## src/rtl/hsw_pkg.sv

```systemverilog
package hsw_pkg;
  typedef enum logic [1:0] {
    HS_OFF    = 2'd0,
    HS_INRUSH = 2'd1,
    HS_ON     = 2'd2,
    HS_OVL    = 2'd3
  } hs_state_e;
endpackage

```

## src/rtl/hsw_timebase.sv

```systemverilog
module hsw_timebase #(
  parameter int TICKS_PER_MS = 100,
  parameter int DWELL_MS     = 80
) (
  input  logic clk_i,
  input  logic rst_ni,
  input  logic tick_i,
  input  logic clr_i,
  output logic ms_tick_o,
  output logic dwell_done_o
);
  localparam int TW = $clog2(TICKS_PER_MS + 1);
  localparam int MW = $clog2(DWELL_MS + 1);
  localparam logic [TW-1:0] TICK_LAST = TW'(TICKS_PER_MS - 1);
  localparam logic [MW-1:0] MS_MAX    = MW'(DWELL_MS);

  logic [TW-1:0] tick_cnt_q;
  logic [MW-1:0] ms_cnt_q;
  logic          ms_pulse;

  assign ms_pulse     = tick_i && (tick_cnt_q == TICK_LAST);
  assign ms_tick_o    = ms_pulse;
  assign dwell_done_o = (ms_cnt_q == MS_MAX);

  always_ff @(posedge clk_i or negedge rst_ni) begin
    if (!rst_ni) begin
      tick_cnt_q <= '0;
    end else if (clr_i) begin
      tick_cnt_q <= '0;
    end else if (tick_i) begin
      tick_cnt_q <= (tick_cnt_q == TICK_LAST) ? '0 : tick_cnt_q + 1'b1;
    end
  end

  // dwell counter saturates at the limit
  always_ff @(posedge clk_i or negedge rst_ni) begin
    if (!rst_ni) begin
      ms_cnt_q <= '0;
    end else if (clr_i) begin
      ms_cnt_q <= '0;
    end else if (ms_pulse && (ms_cnt_q != MS_MAX)) begin
      ms_cnt_q <= ms_cnt_q + 1'b1;
    end
  end

  p_dwell_bound_r8: assert property (@(posedge clk_i) disable iff (!rst_ni)
    ms_cnt_q <= MS_MAX);

  p_tick_bound_r11: assert property (@(posedge clk_i) disable iff (!rst_ni)
    tick_cnt_q <= TICK_LAST);

  generate
    if (TICKS_PER_MS > 1) begin : g_pulse_chk
      p_ms_single_r11: assert property (@(posedge clk_i) disable iff (!rst_ni)
        ms_tick_o |=> !ms_tick_o);
    end
  endgenerate
endmodule

```

## src/rtl/hsw_qual.sv

```systemverilog
module hsw_qual #(
  parameter int OVL_QUAL_TICKS = 14
) (
  input  logic clk_i,
  input  logic rst_ni,
  input  logic tick_i,
  input  logic arm_i,
  input  logic hi_i,
  output logic hit_o
);
  localparam int QW = $clog2(OVL_QUAL_TICKS + 1);
  localparam logic [QW-1:0] Q_LAST = QW'(OVL_QUAL_TICKS - 1);

  logic [QW-1:0] cnt_q;

  // hit on the tick that completes the qualification window
  assign hit_o = arm_i && hi_i && tick_i && (cnt_q == Q_LAST);

  always_ff @(posedge clk_i or negedge rst_ni) begin
    if (!rst_ni) begin
      cnt_q <= '0;
    end else if (!(arm_i && hi_i)) begin
      cnt_q <= '0;
    end else if (tick_i && (cnt_q != Q_LAST)) begin
      cnt_q <= cnt_q + 1'b1;
    end
  end

  p_qual_bound_r6: assert property (@(posedge clk_i) disable iff (!rst_ni)
    cnt_q <= Q_LAST);

  p_qual_clear_r6: assert property (@(posedge clk_i) disable iff (!rst_ni)
    !hi_i |=> (cnt_q == '0));
endmodule

```

## src/rtl/hsw_fsm.sv

```systemverilog
module hsw_fsm
  import hsw_pkg::*;
(
  input  logic      clk_i,
  input  logic      rst_ni,
  input  logic      uvlo_i,
  input  logic      en_i,
  input  logic      type2_i,
  input  logic      drop_lo_on_i,
  input  logic      drop_lo_ovl_i,
  input  logic      qual_hit_i,
  input  logic      dwell_done_i,
  input  logic      drop_hi_i,
  output hs_state_e state_o,
  output logic      timer_clr_o
);
  hs_state_e state_q, state_d;

  always_comb begin
    state_d = state_q;
    if (uvlo_i) begin
      state_d = HS_OFF;
    end else begin
      unique case (state_q)
        HS_OFF:    if (en_i) state_d = HS_INRUSH;
        HS_INRUSH: if (drop_lo_on_i && (!type2_i || dwell_done_i)) state_d = HS_ON;
        HS_ON:     if (qual_hit_i) state_d = HS_OVL;
        HS_OVL:    if (drop_lo_ovl_i && dwell_done_i) state_d = HS_ON;
        default:   state_d = HS_OFF;
      endcase
    end
  end

  // timers restart on every state entry and during lockout
  assign timer_clr_o = uvlo_i || (state_d != state_q);
  assign state_o     = state_q;

  always_ff @(posedge clk_i or negedge rst_ni) begin
    if (!rst_ni) state_q <= HS_OFF;
    else         state_q <= state_d;
  end

  p_uvlo_off_r2: assert property (@(posedge clk_i) disable iff (!rst_ni)
    uvlo_i |=> (state_q == HS_OFF));

  p_inrush_from_off_r3: assert property (@(posedge clk_i) disable iff (!rst_ni)
    (state_q == HS_INRUSH && $past(state_q) != HS_INRUSH) |-> ($past(state_q) == HS_OFF));

  p_t2_dwell_r5: assert property (@(posedge clk_i) disable iff (!rst_ni)
    ($past(state_q) == HS_INRUSH && state_q == HS_ON && $past(type2_i)) |-> $past(dwell_done_i));

  p_ovl_entry_r6: assert property (@(posedge clk_i) disable iff (!rst_ni)
    ($past(state_q) == HS_ON && state_q == HS_OVL) |-> $past(drop_hi_i));

  p_ovl_exit_r7: assert property (@(posedge clk_i) disable iff (!rst_ni)
    ($past(state_q) == HS_OVL && state_q == HS_ON) |-> ($past(drop_lo_ovl_i) && $past(dwell_done_i)));
endmodule

```

## src/rtl/hsw_ctrl.sv

```systemverilog
module hsw_ctrl
  import hsw_pkg::*;
#(
  parameter int TICKS_PER_MS   = 100,
  parameter int OVL_QUAL_TICKS = 14,
  parameter int DWELL_MS       = 80
) (
  input  logic       clk_i,
  input  logic       rst_ni,
  input  logic       tick_i,
  input  logic       uvlo_i,
  input  logic       en_i,
  input  logic       type2_i,
  input  logic       drop_lo_on_i,
  input  logic       drop_lo_ovl_i,
  input  logic       drop_hi_i,
  input  logic       i_low_i,
  output logic [1:0] mode_o,
  output logic       mps_req_o,
  output logic       ms_tick_o
);
  hs_state_e state;
  logic      timer_clr;
  logic      dwell_done;
  logic      qual_hit;

  hsw_fsm u_fsm (
    .clk_i        (clk_i),
    .rst_ni       (rst_ni),
    .uvlo_i       (uvlo_i),
    .en_i         (en_i),
    .type2_i      (type2_i),
    .drop_lo_on_i (drop_lo_on_i),
    .drop_lo_ovl_i(drop_lo_ovl_i),
    .qual_hit_i   (qual_hit),
    .dwell_done_i (dwell_done),
    .drop_hi_i    (drop_hi_i),
    .state_o      (state),
    .timer_clr_o  (timer_clr)
  );

  hsw_timebase #(
    .TICKS_PER_MS(TICKS_PER_MS),
    .DWELL_MS    (DWELL_MS)
  ) u_timebase (
    .clk_i       (clk_i),
    .rst_ni      (rst_ni),
    .tick_i      (tick_i),
    .clr_i       (timer_clr),
    .ms_tick_o   (ms_tick_o),
    .dwell_done_o(dwell_done)
  );

  hsw_qual #(
    .OVL_QUAL_TICKS(OVL_QUAL_TICKS)
  ) u_qual (
    .clk_i (clk_i),
    .rst_ni(rst_ni),
    .tick_i(tick_i),
    .arm_i (state == HS_ON),
    .hi_i  (drop_hi_i),
    .hit_o (qual_hit)
  );

  assign mode_o    = state;
  assign mps_req_o = (state == HS_ON) && i_low_i;

  p_mps_gated_r9: assert property (@(posedge clk_i) disable iff (!rst_ni)
    (mode_o != 2'd2) |-> !mps_req_o);
endmodule

```

## config.mk

```make
export PLATFORM = sky130hd
export DESIGN_NAME = hsw_ctrl
export DESIGN_NICKNAME = d
export VERILOG_FILES = /design/src/rtl/hsw_pkg.sv /design/src/rtl/hsw_timebase.sv /design/src/rtl/hsw_qual.sv /design/src/rtl/hsw_fsm.sv /design/src/rtl/hsw_ctrl.sv
export SDC_FILE = /design/constraint.sdc
export NUM_CORES = 1
export LEC_CHECK = 0
export CAP_MARGIN = 20
export CORE_MARGIN = 8
export CORE_UTILIZATION = 54
export DETAILED_ROUTE_END_ITERATION = 8
export GPL_TIMING_DRIVEN = 0
export HOLD_SLACK_MARGIN = 0.03
export PLACE_DENSITY = 0.88
export RECOVER_POWER = 50
export SETUP_SLACK_MARGIN = 0.15
export SYNTH_ARGS = -nofsm -noshare
export SYNTH_HDL_FRONTEND = slang
export SYNTH_SLANG_ARGS = --single-unit
```

## constraint.sdc

```tcl
create_clock -name clk_i -period 2.33 [get_ports clk_i]
set_clock_uncertainty 0.15 [all_clocks]
set_input_delay 0.466 -clock clk_i [delete_from_list [all_inputs] [get_ports clk_i]]
set_output_delay 0.466 -clock clk_i [all_outputs]
set_load 0.05 [all_outputs]
```

==> summary.txt <==
Status
  – Status: finished clean

Floorplanning
  – DIE HEIGHT: 62.9 um
  – Die X: 62.9 um
  – Die area: 3960 um^2
  – Row count: 17
  – Total core area: 2150 um^2
  – I/O Pins: 14
  – Initial Util: 0.554

Clock network
  – CTS tree: done
  – CTS Buffer Depth: 2
  – Clk slew on worst S/H paths: 120 ps
  – Hold_buf cts: 0
  – Sink Count: 20
  – Skew-Pair Late Insertion Delay: 300 ps
  – Root buf cell: clkbuf_4
  – Number of buffers created by CTS: 3
  – H-tree depth: 1

Timing
  – Slew @ Worst Pin: 934 ps
  – Worst setup margin: 172 ps
  – Achievable Freq: 0.463 GHz
  – Part of the cycle the worst path needs: 0.926
  – Pins Over Slew Limit: 0
  – Final setup viols: 0
  – Final Hold Vio Count: 0
  – Minimum clock period after layout: 2160 ps
  – Slew headroom: 0.375
  – RSZ-0062 raised after global routing: true

Power
  – Worst VDD drop: 0.000417 V
  – PwrDens: 436 nW/um^2
  – Leak: 0.673 nW

Drt
  – Vias per cell: 5.66
  – Routed WL: 2790 um
  – Number of remaining DRC errors: 0
  – Detailed-route via count: 1025
  – Antenna viol nets, final: 0
  – DR iter-0 viols: 58
  – Routed len/inst: 15.4 um
  – DR pass1 iterations: 4

Global route
  – First-pass GRT wire length: 4420 um
  – Vias in the first global route: 977
  – Total grt overflow: 0
  – Met1 Track Usage GR: 0.156
  – Initial antenna violation count: 0
  – Largest net degree at the start of global routing: 21
  – Total track usage: 0.137
  – Grt peak-use layer: met2
  – M3 GR Usage: 0.0358
  – Grt met2 use: 0.225

Synthesis
  – Syn_area_per_cell: 9.30 um^2
  – FFs w/ async S/R, synth: 1.00
  – Synth warnings: 0
  – Sequential area share after synthesis: 0.421
  – Unique masters post-synth: 37
  – Post-synth top flop: dfrtp_1
  – Cells after Synth: 128
  – Syn_nets: 143
  – Post-synth EDFFs: 0
  – Post-Synthesis Cell Area: 1190 um^2
  – Seq cells post-synth: 20

Worst setup path
  – R2R cell count: 7
  – Crit path capture: ms_tick_o
  – Reg-to-reg critical path startpoint: u_timebase.ms_cnt_q[0]
  – Crit-path max FO: 4
  – Buf/Inv on CP: 3
  – Critical Path Stages: 5
  – Setup crit start: u_timebase.tick_cnt_q[3]
  – Required @ worst endpoint: 1710 ps
  – Delay-heaviest family, CP: flip-flops
  – CP Capture Type: output port
  – Crit Path Class: register to output port
  – Critical Path Source Type: register
  – Worst R2R End: u_timebase.ms_cnt_q[6]
  – Worst-path cell chain: nor4bb_2 -> buf_4 -> nand2_4 -> inv_4 -> buf_8
  – Worst path max stage delay: 450 ps
  – Critical Path AT: 1540 ps
  – Critical-path top delay cell: dfrtp_2
  – Flop2flop setup slack: 450 ps

Place
  – IO Port Bufs: 13
  – Dpl hpwl: 1900 um
  – Routability cong.: 0.839
  – Placement Setup Slack: -653 ps

Cells and area
  – Most frequent cells in the layout: 18 x dfrtp_1, 13 x nor2_1, 11 x a21oi_1
  – Fraction of layout cells with a size suffix above 1: 0.170
  – NumNets Final: 169
  – Area growth, synth to finish: 23.4%
  – Final core occ: 0.684
  – Diode count: 0
  – Most common cell after layout, fill and taps aside: dfrtp_1

Run
  – Max Cap Viol: 0

Worst hold path
  – Hold Path Class: register to register
[layer usage]
| layer | up-vias | wire (um) | part of all wire |
|---|---|---|---|
| met3 | 6 | 69 | 0.025 |
| met2 | 15 | 1480 | 0.53 |
| met1 | 496 | 1180 | 0.42 |
| li1 | 508 | - | - |
| met4 | 0 | 56 | 0.020 |
| met5 | - | 0 | 0 |
[how the worst min path moves through the flow]
stage | endpoint | from | cells past startpoint | slack, ps
3_5_place_dp | u_qual.cnt_q[3] | u_qual.cnt_q[3] | 2 | 410
4_1_cts | u_qual.cnt_q[3] | u_qual.cnt_q[3] | 2 | 440
3_3_place_gp | u_timebase.ms_cnt_q[6] | u_timebase.ms_cnt_q[6] | 2 | 370
2_1_floorplan | u_fsm.state_o[0] | rst_ni | 0 | 20
5_1_grt | u_timebase.tick_cnt_q[1] | u_timebase.tick_cnt_q[1] | 2 | 460
6_report | u_qual.cnt_q[3] | u_qual.cnt_q[3] | 2 | 430
[sequential cells by signal, indices dropped and copies added (netlist names)]
register,flops
u_timebase.ms_cnt_q,7
u_timebase.tick_cnt_q,7
u_qual.cnt_q,4
u_fsm.state_o,2
[power breakdown]
part / internal [mW] / total [mW] / switching [mW]
clock: 0.0954 / 0.208 / 0.113
combinational: 0.0312 / 0.0759 / 0.0447
sequential: 0.352 / 0.356 / 0.00473
total: 0.478 / 0.640 / 0.162
[layout make-up]
cell class	count	area, um^2
plain buffers	4	21.3
repair buffers	21	194
fillers	174	679
flip-flops and latches	20	503
inverters	5	21.3
clock buffers	4	36.3
well taps	28	35.0
multi-input cells	99	658
[kinds of logic after synthesis]
kind of cell	Yosys count	synth area share
DFF	20	0.421
adders and majority gates	5	0.0526
and+or+nand+nor	62	0.301
buffers and inverters	9	0.0337
xor gates and xnor gates	10	0.0736
muxes	1	0.00841
AOI/OAI and AO/OA	21	0.110
[worst min-delay path: stages (launching register included)]
cell and delay, ps:
dfrtp_1 390, xor2_1 80, nor2_1 80
[through the flow]
step | setup TNS [ps] | instances | total power, mW | cell area [um^2] | hold WS (ps)
finish | 0 | 181 | 0.640 | 1470 | 426
floorplan | 0 | 128 | 0.401 | 1190 | 20.4
CTS | 0 | 174 | 0.643 | 1400 | 436
detailed placement | -841 | 169 | 0.440 | 1360 | 408
global route | 0 | 181 | 0.662 | 1470 | 463
global placement | -792 | 169 | 0.438 | 1360 | 374
[cell usage after synthesis (all sizes together), types with 2 or more instances]
cell type	instances	area [um^2]
inv	5	18.8
nand3	9	45.0
nand3b	3	22.5
nand2b	3	18.8
nand4	5	31.3
and3b	3	27.5
nor2	13	48.8
nor3	3	15.0
and2	2	12.5
o21ai	3	15.0
dfrtp	20	500
ha	5	62.6
and3	6	37.5
buf	3	17.5
a21oi	11	55.1
nand2	8	37.5
xor2	9	78.8
[repair_timing]
| item | in CTS | in global routing |
|---|---|---|
| gates resized for setup | 11 | 8 |
| cloned | 0 | 0 |
| pin swaps | 1 | 1 |
| setup buffers | 1 | 7 |
| setup endpoints to repair | 3 | 1 |
(Power assumes the default switching activity.)
